**src/rtl/msync_pkg.sv**
```systemverilog
package msync_pkg;
   typedef enum logic [1:0] {
      SUB_IDLE  = 2'd0,
      SUB_READY = 2'd1,
      SUB_TRANS = 2'd2,
      SUB_DONE  = 2'd3
   } sub_e;

   typedef enum logic {
      TOP_CAL    = 1'b0,
      TOP_PRIMED = 1'b1
   } top_e;

   localparam logic CLK_PLL = 1'b0;
   localparam logic CLK_REF = 1'b1;
endpackage

```
**src/rtl/msync_pulse_in.sv**
```systemverilog
module msync_pulse_in #(
   parameter int STAGES = 2
) (
   input  logic clk,
   input  logic rst_n,
   input  logic async_in,
   output logic rise
);
   generate
      if (STAGES < 2) begin : g_bad
         $error("msync_pulse_in: STAGES must be at least 2");
      end
   endgenerate

   logic [STAGES-1:0] sq;
   logic              last_q;

   generate
      for (genvar g = 0; g < STAGES; g++) begin : g_stage
         if (g == 0) begin : g_first
            always_ff @(posedge clk) begin
               if (!rst_n) sq[0] <= 1'b0;
               else        sq[0] <= async_in;
            end
         end else begin : g_next
            always_ff @(posedge clk) begin
               if (!rst_n) sq[g] <= 1'b0;
               else        sq[g] <= sq[g-1];
            end
         end
      end
   endgenerate

   always_ff @(posedge clk) begin
      if (!rst_n) last_q <= 1'b0;
      else        last_q <= sq[STAGES-1];
   end

   assign rise = sq[STAGES-1] & ~last_q;


   one_shot_rise_chk: assert property (@(posedge clk) disable iff (!rst_n)
      rise |=> !rise);
endmodule

```
**src/rtl/msync_cmd_chk.sv**
```systemverilog
module msync_cmd_chk
   import msync_pkg::*;
#(
   parameter int PWR_W = 2
) (
   input  logic             sync_req,
   input  logic [PWR_W-1:0] pwr_lvl,
   input  top_e             top_q,
   output logic             accept,
   output logic             refuse
);
   generate
      if (PWR_W < 1) begin : g_bad
         $error("msync_cmd_chk: PWR_W must be at least 1");
      end
   endgenerate

   logic lvl_ok;
   logic state_ok;

   assign lvl_ok   = (pwr_lvl == '0);
   assign state_ok = (top_q == TOP_CAL);
   assign accept   = sync_req & lvl_ok & state_ok;
   assign refuse   = sync_req & ~(lvl_ok & state_ok);
endmodule

```
**src/rtl/msync_core.sv**
```systemverilog
module msync_core
   import msync_pkg::*;
#(
   parameter int N_SWITCH = 5,
   parameter int N_DONE   = 6,
   parameter int CNT_W    = 3
) (
   input  logic             clk,
   input  logic             rst_n,
   input  logic             cmd_seen,
   input  logic             accept,
   input  logic             refuse,
   input  logic             prime_req,
   input  logic             calib_req,
   input  logic             rise,
   output top_e             top_q,
   output sub_e             sub_q,
   output logic             sel_q,
   output logic             err_q,
   output logic [CNT_W-1:0] cnt_q
);
   generate
      if (N_SWITCH < 1 || N_SWITCH >= N_DONE) begin : g_bad_order
         $error("msync_core: N_SWITCH must lie in 1..N_DONE-1");
      end
      if ((1 << CNT_W) <= N_DONE) begin : g_bad_width
         $error("msync_core: CNT_W too small for N_DONE");
      end
   endgenerate

   localparam logic [CNT_W-1:0] SW_CNT   = CNT_W'(N_SWITCH);
   localparam logic [CNT_W-1:0] DONE_CNT = CNT_W'(N_DONE);

   logic             en_q;
   logic             prime_ok;
   logic             calib_ok;
   logic             count_ok;
   logic [CNT_W-1:0] cnt_inc;

   assign cnt_inc  = cnt_q + 1'b1;
   assign prime_ok = prime_req && top_q == TOP_CAL &&
                     (sub_q == SUB_IDLE || sub_q == SUB_DONE);
   assign calib_ok = calib_req && top_q == TOP_PRIMED;
   assign count_ok = rise && !cmd_seen && top_q == TOP_CAL &&
                     (sub_q == SUB_READY || sub_q == SUB_TRANS);

   always_ff @(posedge clk) begin
      if (!rst_n) begin
         top_q <= TOP_CAL;
         sub_q <= SUB_IDLE;
         sel_q <= CLK_PLL;
         err_q <= 1'b0;
         cnt_q <= '0;
         en_q  <= 1'b0;
      end else if (accept) begin
         sub_q <= SUB_READY;
         sel_q <= CLK_REF;
         err_q <= 1'b0;
         cnt_q <= '0;
      end else if (refuse) begin
         err_q <= 1'b1;
      end else if (prime_ok) begin
         top_q <= TOP_PRIMED;
      end else if (calib_ok) begin
         top_q <= TOP_CAL;
         sub_q <= en_q ? SUB_DONE : SUB_IDLE;
      end else if (count_ok) begin
         cnt_q <= cnt_inc;
         sub_q <= SUB_TRANS;
         if (cnt_inc == SW_CNT) sel_q <= CLK_PLL;
         if (cnt_inc == DONE_CNT) begin
            sub_q <= SUB_DONE;
            en_q  <= 1'b1;
         end
      end
   end


   ready_on_ref_chk: assert property (@(posedge clk) disable iff (!rst_n)
      (sub_q == SUB_READY) |-> (sel_q == CLK_REF));


   refuse_hold_chk: assert property (@(posedge clk) disable iff (!rst_n)
      refuse |=> (err_q && $stable(top_q) && $stable(sub_q) && $stable(cnt_q)));


   ref_before_switch_chk: assert property (@(posedge clk) disable iff (!rst_n)
      (sub_q == SUB_TRANS && cnt_q < SW_CNT) |-> (sel_q == CLK_REF));


   done_count_chk: assert property (@(posedge clk) disable iff (!rst_n)
      (sub_q == SUB_DONE) |-> (cnt_q == DONE_CNT && sel_q == CLK_PLL));


   single_step_chk: assert property (@(posedge clk) disable iff (!rst_n)
      (count_ok && sub_q == SUB_TRANS) |=> (cnt_q == $past(cnt_q) + 1'b1));


   prime_entry_chk: assert property (@(posedge clk) disable iff (!rst_n)
      (top_q == TOP_PRIMED && $past(top_q) == TOP_CAL) |->
      ($past(sub_q) == SUB_IDLE || $past(sub_q) == SUB_DONE));
endmodule

```
**src/rtl/msync_ctrl.sv**
```systemverilog
module msync_ctrl
   import msync_pkg::*;
#(
   parameter int PWR_W       = 2,
   parameter int SYNC_STAGES = 2,
   parameter int N_SWITCH    = 5,
   parameter int N_DONE      = 6,
   parameter int CNT_W       = $clog2(N_DONE + 1)
) (
   input  logic             clk,
   input  logic             rst_n,
   input  logic             sync_req,
   input  logic [PWR_W-1:0] sync_pwr_lvl,
   input  logic             sync_pulse_in,
   input  logic             prime_req,
   input  logic             calib_req,
   output logic             top_state,
   output logic [1:0]       sub_state,
   output logic             clk_sel,
   output logic             sync_ready,
   output logic             sync_err,
   output logic [CNT_W-1:0] pulse_cnt
);
   logic rise;
   logic accept;
   logic refuse;
   logic cmd_seen;
   top_e top_q;
   sub_e sub_q;

   msync_pulse_in #(.STAGES(SYNC_STAGES)) pulse_i (
      .clk      (clk),
      .rst_n    (rst_n),
      .async_in (sync_pulse_in),
      .rise     (rise)
   );

   msync_cmd_chk #(.PWR_W(PWR_W)) cmd_i (
      .sync_req (sync_req),
      .pwr_lvl  (sync_pwr_lvl),
      .top_q    (top_q),
      .accept   (accept),
      .refuse   (refuse)
   );

   assign cmd_seen = sync_req | prime_req | calib_req;

   msync_core #(
      .N_SWITCH (N_SWITCH),
      .N_DONE   (N_DONE),
      .CNT_W    (CNT_W)
   ) core_i (
      .clk       (clk),
      .rst_n     (rst_n),
      .cmd_seen  (cmd_seen),
      .accept    (accept),
      .refuse    (refuse),
      .prime_req (prime_req),
      .calib_req (calib_req),
      .rise      (rise),
      .top_q     (top_q),
      .sub_q     (sub_q),
      .sel_q     (clk_sel),
      .err_q     (sync_err),
      .cnt_q     (pulse_cnt)
   );

   assign top_state  = top_q;
   assign sub_state  = sub_q;
   assign sync_ready = (sub_q == SUB_READY);
endmodule

```
**config.mk**
```make
export PLATFORM = sky130hd
export DESIGN_NAME = msync_ctrl
export DESIGN_NICKNAME = d
export VERILOG_FILES = /design/src/rtl/msync_pkg.sv /design/src/rtl/msync_pulse_in.sv /design/src/rtl/msync_cmd_chk.sv /design/src/rtl/msync_core.sv /design/src/rtl/msync_ctrl.sv
export SDC_FILE = /design/constraint.sdc
export NUM_CORES = 1
export LEC_CHECK = 0
export ABC_AREA = 0
export BUFFER_PORTS_ARGS = -buffer_cell sky130_fd_sc_hd__buf_2
export CORE_UTILIZATION = 35
export DETAILED_ROUTE_END_ITERATION = 12
export PLACE_DENSITY_LB_ADDON = 0.05
export SLEW_MARGIN = 30
export SYNTH_ARGS = -nofsm -noshare
export SYNTH_HDL_FRONTEND = slang
export SYNTH_SLANG_ARGS = --single-unit
```
**constraint.sdc**
```tcl
create_clock -name clk -period 2.5 [get_ports clk]
set_input_delay 0.625 -clock clk [delete_from_list [all_inputs] [get_ports clk]]
set_output_delay 0.625 -clock clk [all_outputs]
set_load 0.03 [all_outputs]
```
* Yosys cells after proc, flatten, opt, wreduce, memory -nomap -nowiden *
Index checks and enable logic that the tools add are counted.

word-level totals
  register bits = 12
  bits in latches = 0
  RAM bits = 0
  bits in read-only memories = 0
  input bits = 8
  memories kept = 0

operators by class
  add/subtract/negate cells = 1
  multiply operators = 0
  div/mod/pow operators = 0
  $lt $le $gt $ge = 0
  eq/ne operators = 8
  shift operators = 0
  mux-type cells = 15
  bitwise logic cells = 15
  reduce and logical (&&, ||, !) cells = 23

operator list
  kind                 count
  $mux 1               12
  $reduce_and 3->1     3
  $not 1->1            8
  $reduce_bool 2->1    4
  $eq 3x3->1 const B   2
  $logic_and 1x1->1    6
  $mux 2               3
  $ne 2x2->1 const B   3
  $reduce_and 6->1     1
  $and 1x1->1          5
  $reduce_and 5->1     1
  $eq 2x2->1 const B   2
  $logic_not 2->1      2
  $reduce_and 4->1     1
  $add 3x1->3 const B  1
  $reduce_bool 3->1    1
  $eq 2x1->1 const B   1
  $logic_or 1x1->1     2
  $or 1x1->1           2
  $reduce_or 2->1      1
  $logic_not 1->1      1

* Depth between registers and ports, before layout *
Gate-level depths: netlist of run 1.

  depth in word-level cells = 11
  mapped depth = 6
  depth with buffers taken out = 6

* Cells and area by module *
A second synthesis of run 1 with hierarchy kept.

unflattened totals
  cells, all modules = 65
  area, all modules = 600.6 um^2

by module, submodules not included
  module          times used  cells an instance  area each (um^2)  seq. area each (um^2)
  msync_core      1           54                 471.7             180.2
  msync_pulse_in  1           7                  92.6              60.1
  msync_cmd_chk   1           2                  23.8              0.0
  msync_ctrl      1           2                  12.5              0.0

* Least setup slack after synthesis of run 1 *
No wires, ideal clock.

  kind = flip-flop to flip-flop
  start point = register core_i.sub_q[1]
  end point = register core_i.sub_q[0]
  setup time = 124 ps
  arrival = 1610 ps
  required time = 2376 ps
  setup slack = 766 ps
  cell stages (with the launch flop) = 7
  path through = dfxtp_1 inv_1 ha_1 nor4b_4 nand2_2 a21oi_1 o32ai_1

between the ends
  word-level cells in the longest chain between the ends = 5

ends and longest elaborated chain
  what                                                              line                                RTL
  start, declared                                                   msync_core.sv:17                    output sub_e sub_q,
  start signal, assigned                                            msync_core.sv:66                    sub_q <= en_q ? SUB_DONE : SUB_IDLE;
  $eq 2x2->1, or another cell as far along                          msync_core.sv:42                    (sub_q == SUB_IDLE || sub_q == SUB_DONE);
  $logic_or 1x1->1 (on tied branches)                               msync_core.sv:42, msync_core.sv:45
  $logic_and 1x1->1 (on tied branches)                              msync_core.sv:41, msync_core.sv:44
  $ne 2x2->1 (no source line) or $reduce_bool 3->1 (tied branches)  n/a
  $reduce_and 3->1 (no source line) *                               n/a

Every way passes the cells marked *; elsewhere a longest branch is shown, timed or not.
A chain may end at the register's enable or synchronous reset.

* Worst setup path in the final report of run 1 *
Same ends and word-level chain as after synthesis.

==> impl_metrics.csv, run 1 <==
group,metric,value,unit
timing,slew_viol_final,0,
critical_path,cp_data_required_time,2650,ps
cells_and_area,drive_gt1_share,28.57,%
global_routing,grt_pass1_vias,424,
power,max-vdd-ir-drop,0.0003644,V
timing,clock_skew,1.948,ps
placed_design,dp_hpwl,871.7,um
timing,max_freq,0.6071,GHz
clocking,cts_tree,"built",
detailed_routing,wire_per_inst,11.40,um
synthesis,seq_area_frac_synth,44.34,%
floorplanning,ios,17,
synthesis,ys_ff_latch,12,
placed_design,placed_cell_area,640.6,um^2
min_path,min-delay-start,"pulse_i.sq[0]$_SDFF_PN0_",
synthesis,syn-num-nets,70,
critical_path,cp-end-kind,"flop",
critical_path,critPathLaunch,"core_i.sub_q[1]$_SDFFE_PP0P_",
clocking,post_cts_resize_count,0,
global_routing,grt_pass1_wl,1738,um
floorplanning,floorplan.die.width,41.35,um
critical_path,reg2reg_depth,6,
critical_path,path_max_fanout,6,
cells_and_area,nFillCells,145,
floorplanning,start_util,39.65,%
global_routing,grt_max_degree,9,
critical_path,arrival,1800,ps
detailed_routing,drtIter0Drc,11,
placed_design,port_buffers,16,
synthesis,ys_types,20,
floorplanning,die_h,41.35,um
timing,setup_viol,0,
cells_and_area,nNetsFinal,91,
clocking,clkLatencyLatePin,260,ps
clocking,clk_path_buf_depth,2,
global_routing,grt_overflow,0,
critical_path,crit_type,"reg2reg",
detailed_routing,drc,0,
floorplanning,rows,13,
timing,timing.final.hold_violations,0,
min_path,hold_path.class,"reg2reg",
detailed_routing,routed_wl,1049,um
synthesis,async_flop_share,0,%
clocking,clock-sinks,12,
placed_design,dp_cells,89,
detailed_routing,viasPerCell,5.109,
floorplanning,fp.coreArea,1366,um^2
cells_and_area,synthToLayoutAreaGrowth,22.40,%
timing,tns,0,ps
detailed_routing,final_antenna_net_count,0,
timing,slew_headroom,80.78,%
critical_path,cp_cell_sequence,"inv_1, ha_1, nor4b_4, nand2_2, a21oi_1, o32ai_1",
timing,worst_pin_slew,286.1,ps
detailed_routing,drtPass1Iterations,4,
power,powerDensity,542.2,nW/um^2
critical_path,crit_path_max_incr_delay,350,ps
timing,layout_min_cycle_time,1647,ps
synthesis,syn_area,541.8,um^2
cells_and_area,antennaDiodeCount,0,
clocking,hold_buffers,0,
synthesis,yosysWarnings,0,
min_path,holdPathStages,1,
global_routing,grt_usage,16.32,%
timing,timing.final.ws_setup,853.0,ps
detailed_routing,vias,470,
synthesis,syn_avg_cell_area,9.341,um^2
global_routing,antenna_found_initial,0,
clocking,post_cts_buffers,0,
synthesis,synth_top_flop_cell,"dfxtp_1",
critical_path,worst_r2r_startpoint,"core_i.sub_q[1]$_SDFFE_PP0P_",
timing,period_share,65.88,%
floorplanning,fp.dieArea,1709,um^2
power,leakage,0.2957,nW
synthesis,syn_inst,58,
job,max_cap_viol_count,0,
placed_design,dp_slack,825.6,ps
clocking,cts.clk_slew.worst_paths,70,ps
critical_path,cpMaxStageDelayCell,"dfxtp_1",
clocking,htree_levels,1,
run_status,status,"finished, final reports clean",
cells_and_area,final_area,663.1,um^2
cells_and_area,finalNonFillerCells,92,
timing,rsz0062_at_grt,"false",
clocking,numCtsBuffers,3,
critical_path,cp-start-kind,"flop",
power,finalPower,0.3596,mW
synthesis,synth_edf_count,0,
placed_design,place_congestion,0.8039,
clocking,root_buffer,"clkbuf_4",
==> where the power goes <==
part	leakage (nW)	internal, mW	switching [mW]
registers	0.0980	0.198	0.00497
clock network	0.0138	0.0556	0.0553
logic	0.184	0.0166	0.0292
total	0.296	0.270	0.0895
==> synth_stat cells, types with 2 or more instances <==
library cell / count / area, um^2
a21oi_1: 4 / 20.02
nand3_1: 3 / 15.01
nor2_1: 5 / 18.77
o21a_1: 3 / 22.52
and2_1: 3 / 18.77
nand2_1: 6 / 22.52
dfxtp_1: 12 / 240.2
o21ai_0: 2 / 10.01
ha_1: 4 / 50.05
inv_1: 5 / 18.77
xor2_1: 2 / 17.52
==> path summary, 6_finish.rpt <==
| check | end | slack (ps) |
|---|---|---|
| hold reg to reg | pulse_i.sq[1]$_SDFF_PN0_ | 440 |
| setup reg to reg | core_i.sub_q[0]$_SDFFE_PN0P_ | 850 |
| hold / removal | pulse_i.sq[1]$_SDFF_PN0_ | 440 |
| setup / recovery | core_i.sub_q[0]$_SDFFE_PN0P_ | 850 |
==> through the flow <==
step | hold WS [ps] | utilization (%)
2_1_floorplan | 411.8 | -
3_3_place_gp | 433.9 | 46.89
3_5_place_dp | 432.5 | 46.89
4_1_cts | 448.3 | 48.53
5_1_grt | 474.9 | 48.53
6_report | 443.9 | 48.53
==> sequential cells by signal, summed over array words and instances (netlist names) <==
name,cells
pulse_i.last_q,1
core_i.sel_q,1
pulse_i.sq,2
core_i.sub_q,2
core_i.cnt_q,3
core_i.en_q,1
core_i.top_q,1
core_i.err_q,1
==> placed cells by master, fill, tap and decap left out, drive strengths merged <==
| cell | count |
|---|---|
| buf | 16 |
| dfxtp | 12 |
| nand2 | 7 |
| inv | 5 |
| nor2 | 5 |
| a21oi | 4 |
| ha | 4 |
| o21a | 3 |
| nand3 | 3 |
| and2 | 3 |
| clkbuf | 3 |
| xor2 | 2 |
| o21ai | 2 |
| nor3 | 2 |
| a31oi | 1 |
| a311oi | 1 |
| nor4b | 1 |
| o32ai | 1 |
| o311a | 1 |
| xnor2 | 1 |
==> logic make-up after synthesis <==
family / synth area share, %
xor gates and xnor gates: 4.851
buffers and inverters: 3.465
adders and majority gates: 9.238
and+or+nand+nor: 22.17
AOI/OAI and AO/OA: 15.94
DFF: 44.34
==> metal layers <==
metal	up-vias	wire length, um	global-route usage, %
met5	-	0	0
met4	0	12	7.258
met3	2	60	7.979
met2	19	502	26.95
met1	210	472	17.48
li1	239	-	-
==> layout make-up <==
class                      instances  area (um^2)  share of cell area [%]
inverter                           5        18.77                   2.830
clock buffer                       3        22.52                   3.396
multi-input combinational         41        282.8                   42.64
sequential                        12        240.2                   36.23
tap                               15        18.77                   2.830
timing repair buffer              16        80.08                   12.08
==> worst max-delay path: cells and delay by family (launching register included) <==
family / cells / cell delay [ps]
buffers and inverters: 1 / 50
AND/OR/NAND/NOR: 2 / 500
flip-flops: 1 / 350
adder cells (fa/ha/maj): 1 / 320
AO/OA/AOI/OAI: 2 / 310
(Power assumes the default switching activity.)
==> inputs of run 2 (changes only) <==
Clock period 2.5 ns to 1.4 ns, I/O delays scaled along.
==> impl_metrics.csv, run 2 (synthesized netlist as in run 1, its figures left out) <==
group,metric,value,unit
run_status,status,"finished, violations left",
run_status,violations,"setup timing",
global_routing,grt_usage,16.39,%
power,seqPwrFrac,53.9,%
detailed_routing,vias,502,
clocking,clk_path_buf_depth,2,
detailed_routing,route.met2.wl,530,um
floorplanning,fp.dieArea,1709,um^2
clocking,root_buffer,"clkbuf_4",
cells_and_area,layout_common_cells,"buf_2, dfxtp_1, buf_4, nand2_1, nor2_1",
timing,rsz0062_at_grt,"true",
power,powerDensity,886.6,nW/um^2
power,leakage,0.3372,nW
critical_path,arrival,1610,ps
detailed_routing,routed_wl,1138,um
clocking,hold_buffers,0,
global_routing,grt_pass1_wl,1738,um
power,p_int,0.5018,mW
detailed_routing,wire_per_inst,11.38,um
critical_path,cp-start-kind,"flop",
clocking,numCtsBuffers,3,
detailed_routing,drtPass1Iterations,4,
timing,timing.final.ws_setup,-57.22,ps
min_path,hold_path.class,"in2reg",
critical_path,cp-end-kind,"flop",
timing,setup_viol,4,
timing,worst_pin_slew,314.1,ps
floorplanning,ios,17,
power,clock_power_share,31.5,%
cells_and_area,reg_top3,"core_i.cnt_q x3, core_i.sub_q x2, pulse_i.sq x2",
timing,max_freq,0.6862,GHz
critical_path,path_max_fanout,6,
cells_and_area,layout_commonest_cell,"buf_2",
cells_and_area,antennaDiodeCount,0,
clocking,clock-sinks,12,
timing,slew_headroom,78.90,%
power,sw_frac_of_total,25.10,%
placed_design,dp_cells,94,
cells_and_area,synthToLayoutAreaGrowth,39.49,%
floorplanning,rows,13,
detailed_routing,dr_wl_met3,115,um
detailed_routing,viasPerCell,5.020,
job,max_cap_viol_count,0,
global_routing,grt_pass1_vias,432,
timing,clock_skew,7.279,ps
detailed_routing,dr.max_layer_used,"met3",
floorplanning,start_util,39.65,%
global_routing,grt_max_degree,9,
placed_design,place_congestion,0.9211,
placed_design,port_buffers,16,
cells_and_area,finalNonFillerCells,100,
detailed_routing,drtIter0Drc,16,
cells_and_area,largest_reg_flops,3,
timing,layout_min_cycle_time,1457,ps
clocking,htree_levels,1,
floorplanning,die_h,41.35,um
cells_and_area,nNetsFinal,98,
detailed_routing,final_antenna_net_count,0,
floorplanning,floorplan.die.width,41.35,um
power,pwr-share-comb,14.6,%
power,max-vdd-ir-drop,0.0004337,V
placed_design,dp_hpwl,917.8,um
floorplanning,fp.coreArea,1366,um^2
global_routing,antenna_found_initial,0,
cells_and_area,drive_gt1_share,42.35,%
detailed_routing,wl_met1,492,um
placed_design,dp_slack,-69.74,ps
clocking,cts_tree,"built",
global_routing,grt_overflow,0,
cells_and_area,top_register,"core_i.cnt_q",
critical_path,cp_data_required_time,1550,ps
timing,period_share,104.1,%
power,power.switching,0.1682,mW
critical_path,crit_type,"reg2reg",
detailed_routing,drc,0,
cells_and_area,nFillCells,124,
timing,timing.final.hold_violations,0,
clocking,clkLatencyLatePin,270,ps
timing,slew_viol_final,0,
clocking,cts.clk_slew.worst_paths,70,ps
[run 2: layout make-up]
| type | instances | area (um^2) | share of cell area (%) |
|---|---|---|---|
| Inverter | 5 | 18.77 | 2.483 |
| Tap cell | 15 | 18.77 | 2.483 |
| Multi-Input combinational cell | 41 | 311.5 | 41.23 |
| Timing Repair Buffer | 23 | 132.6 | 17.55 |
| Clock buffer | 4 | 26.28 | 3.477 |
| Sequential cell | 12 | 247.7 | 32.78 |
[run 2: timing repair]
item | in CTS | in global routing
buffers inserted | 2 | 0
resized for setup | 0 | 3
pin swaps | 2 | 5
cloned | 0 | 0
endpoints found under the setup margin | 3 | 7
[run 2: path summary, 6_finish.rpt]
kind,from,cells after the start,end,slack (ps)
hold / removal,sync_pulse_in,2,pulse_i.sq[0]$_SDFF_PN0_,290
setup / recovery,core_i.sub_q[1]$_SDFFE_PP0P_,6,core_i.sub_q[0]$_SDFFE_PN0P_,-60
hold reg to reg,pulse_i.sq[0]$_SDFF_PN0_,1,pulse_i.sq[1]$_SDFF_PN0_,450
setup reg to reg,core_i.sub_q[1]$_SDFFE_PP0P_,6,core_i.sub_q[0]$_SDFFE_PN0P_,-60
[run 2: per-layer routing]
metal	track usage, %	vias to the layer above
li1	-	255
met1	17.04	226
met2	26.17	21
met3	11.17	0
met4	5.645	0
met5	0	-
[run 2: metrics by stage]
step           setup TNS, ps  total power, mW  util [%]  hold WS, ps  area [um^2]
6_report              -118.6           0.6700     55.31        290.0        755.7
5_1_grt               -645.7           0.7170     55.31        295.3        755.7
3_3_place_gp          -84.79           0.4644     51.37        436.3        701.9
2_1_floorplan         -94.87           0.4239         -        411.8        565.5
4_1_cts               -198.3           0.6806     54.40        280.3        743.2
3_5_place_dp          -112.8           0.4643     51.37        443.1        701.9
[run 2: critical path, cell delays in order, from the launching register on]
cell and delay (ps):
dfxtp_4 350, inv_2 40, ha_4 220, nor4b_4 280, nand2_2 150, a21oi_2 200, o32ai_2 100
[run 2: power groups by stage]
stage	clock network (mW)	registers, mW	logic [mW]
finish	0.211	0.361	0.0979
global placement	0	0.369	0.0958
floorplan	0	0.385	0.0390
global route	0.246	0.364	0.108
detailed placement	0	0.369	0.0953
CTS	0.224	0.361	0.0957
==> inputs of run 3 (changes only) <==
Settings changed: RECOVER_POWER set to 100.
==> impl_metrics.csv, run 3 (synthesized netlist as in run 1, its figures left out) <==
group,metric,value,unit
timing,rsz0062_at_grt,"true",
floorplanning,start_util,39.65,%
power,sw_frac_of_total,25.22,%
cells_and_area,finalNonFillerCells,100,
detailed_routing,vias,496,
run_status,violations,"setup timing",
timing,max_freq,0.6842,GHz
global_routing,grt_max_degree,9,
clocking,htree_levels,1,
timing,clock_skew,7.417,ps
power,leakage,0.3207,nW
timing,setup_viol,4,
critical_path,crit_type,"reg2reg",
cells_and_area,nNetsFinal,98,
critical_path,cpMaxStageDelayCell,"dfxtp_4",
cells_and_area,synthToLayoutAreaGrowth,38.80,%
detailed_routing,final_antenna_net_count,0,
timing,timing.final.hold_violations,0,
power,p_int,0.5003,mW
detailed_routing,drc,0,
detailed_routing,drtPass1Iterations,4,
floorplanning,floorplan.die.width,41.35,um
cells_and_area,reg_top3,"core_i.cnt_q x3, core_i.sub_q x2, pulse_i.sq x2",
timing,tns,-138.0,ps
floorplanning,die_h,41.35,um
clocking,cts_tree,"built",
timing,period_share,104.4,%
timing,layout_min_cycle_time,1461,ps
power,powerDensity,889.6,nW/um^2
power,pwr-share-comb,14.5,%
cells_and_area,drive_gt1_share,38.82,%
critical_path,cp_top_family,"simple AND/OR/NAND/NOR gates",
clocking,hold_buffers,0,
power,max-vdd-ir-drop,0.0004335,V
power,seqPwrFrac,54.0,%
clocking,clkLatencyLatePin,270,ps
global_routing,grt_pass1_vias,432,
critical_path,path_max_fanout,6,
detailed_routing,drtIter0Drc,16,
placed_design,dp_slack,-69.74,ps
floorplanning,fp.coreArea,1366,um^2
clocking,root_buffer,"clkbuf_4",
cells_and_area,layout_commonest_cell,"dfxtp_1",
cells_and_area,layout_common_cells,"dfxtp_1, buf_2, buf_4, nand2_1, clkbuf_2",
detailed_routing,viasPerCell,4.960,
timing,timing.final.ws_setup,-61.48,ps
placed_design,place_congestion,0.9211,
cells_and_area,antennaDiodeCount,0,
run_status,status,"finished, violations left",
critical_path,arrival,1610,ps
timing,worst_pin_slew,361.4,ps
cells_and_area,largest_reg_flops,3,
timing,slew_headroom,76.01,%
clocking,numCtsBuffers,3,
floorplanning,ios,17,
clocking,cts.clk_slew.worst_paths,70,ps
floorplanning,fp.dieArea,1709,um^2
critical_path,cp-end-kind,"flop",
min_path,hold_path.class,"in2reg",
floorplanning,rows,13,
detailed_routing,routed_wl,1137,um
job,max_cap_viol_count,0,
critical_path,cp_cell_sequence,"inv_2, ha_4, nor4b_4, nand2_2, a21oi_2, o32ai_2",
critical_path,crit_path_max_incr_delay,350,ps
global_routing,grt_pass1_wl,1738,um
cells_and_area,top_register,"core_i.cnt_q",
detailed_routing,wl_met1,508,um
clocking,clock-sinks,12,
clocking,clk_path_buf_depth,2,
critical_path,cp_data_required_time,1550,ps
global_routing,antenna_found_initial,0,
global_routing,grt_overflow,0,
detailed_routing,dr_wl_met3,103,um
critical_path,cp.buffers_inverters,1,
detailed_routing,wire_per_inst,11.37,um
detailed_routing,route.met2.wl,525,um
power,clock_power_share,31.5,%
placed_design,port_buffers,16,
placed_design,dp_hpwl,917.8,um
placed_design,dp_cells,94,
power,power.switching,0.1687,mW
critical_path,cp-start-kind,"flop",
global_routing,grt_usage,16.39,%
timing,holdWs,289.9,ps
detailed_routing,dr.max_layer_used,"met3",
timing,slew_viol_final,0,
==> run 3: worst paths after layout <==
| kind | slack, ps | depth (start not counted) | to | from |
|---|---|---|---|---|
| worst min-delay path | 290 | 2 | pulse_i.sq[0]$_SDFF_PN0_ | sync_pulse_in |
| worst max-delay path | -60 | 6 | core_i.sub_q[0]$_SDFFE_PN0P_ | core_i.sub_q[1]$_SDFFE_PP0P_ |
| worst min register to register | 450 | 1 | pulse_i.sq[1]$_SDFF_PN0_ | pulse_i.sq[0]$_SDFF_PN0_ |
| worst max register to register | -60 | 6 | core_i.sub_q[0]$_SDFFE_PN0P_ | core_i.sub_q[1]$_SDFFE_PP0P_ |
==> run 3: per-layer routing <==
layer	vias up	global-route usage, %
met5	-	0
met2	15	26.17
met4	0	5.645
met3	0	11.17
li1	253	-
met1	228	17.04
==> run 3: stage by stage <==
step | instance area [um^2] | power, mW | util [%]
after floorplan | 565.5 | 0.4239 | -
after global routing | 752.0 | 0.7160 | 55.04
after global placement | 701.9 | 0.4644 | 51.37
final | 752.0 | 0.6690 | 55.04
after detailed placement | 701.9 | 0.4643 | 51.37
after CTS | 743.2 | 0.6806 | 54.40
==> run 3: final cells by class <==
| type | instances | area [um^2] |
|---|---|---|
| Timing Repair Buffer | 23 | 128.9 |
| Clock buffer | 4 | 26.28 |
| Tap cell | 15 | 18.77 |
| Multi-Input combinational cell | 41 | 311.5 |
| Fill cell | 127 | 614.3 |
| Sequential cell | 12 | 247.7 |
| Inverter | 5 | 18.77 |
==> run 3: repair_timing <==
action | CTS | global route
hold endpoints to repair | 0 | 0
setup endpoints to repair | 3 | 7
pin swaps | 2 | 5
resized for setup | 0 | 3
setup buffers | 2 | 0
==> run 3: power by group through the flow <==
stage	Sequential [mW]	Clock, mW	Combinational, mW
floorplan	0.385	0	0.0390
global placement	0.369	0	0.0958
detailed placement	0.369	0	0.0953
CTS	0.361	0.224	0.0957
global route	0.364	0.246	0.107
finish	0.361	0.211	0.0968
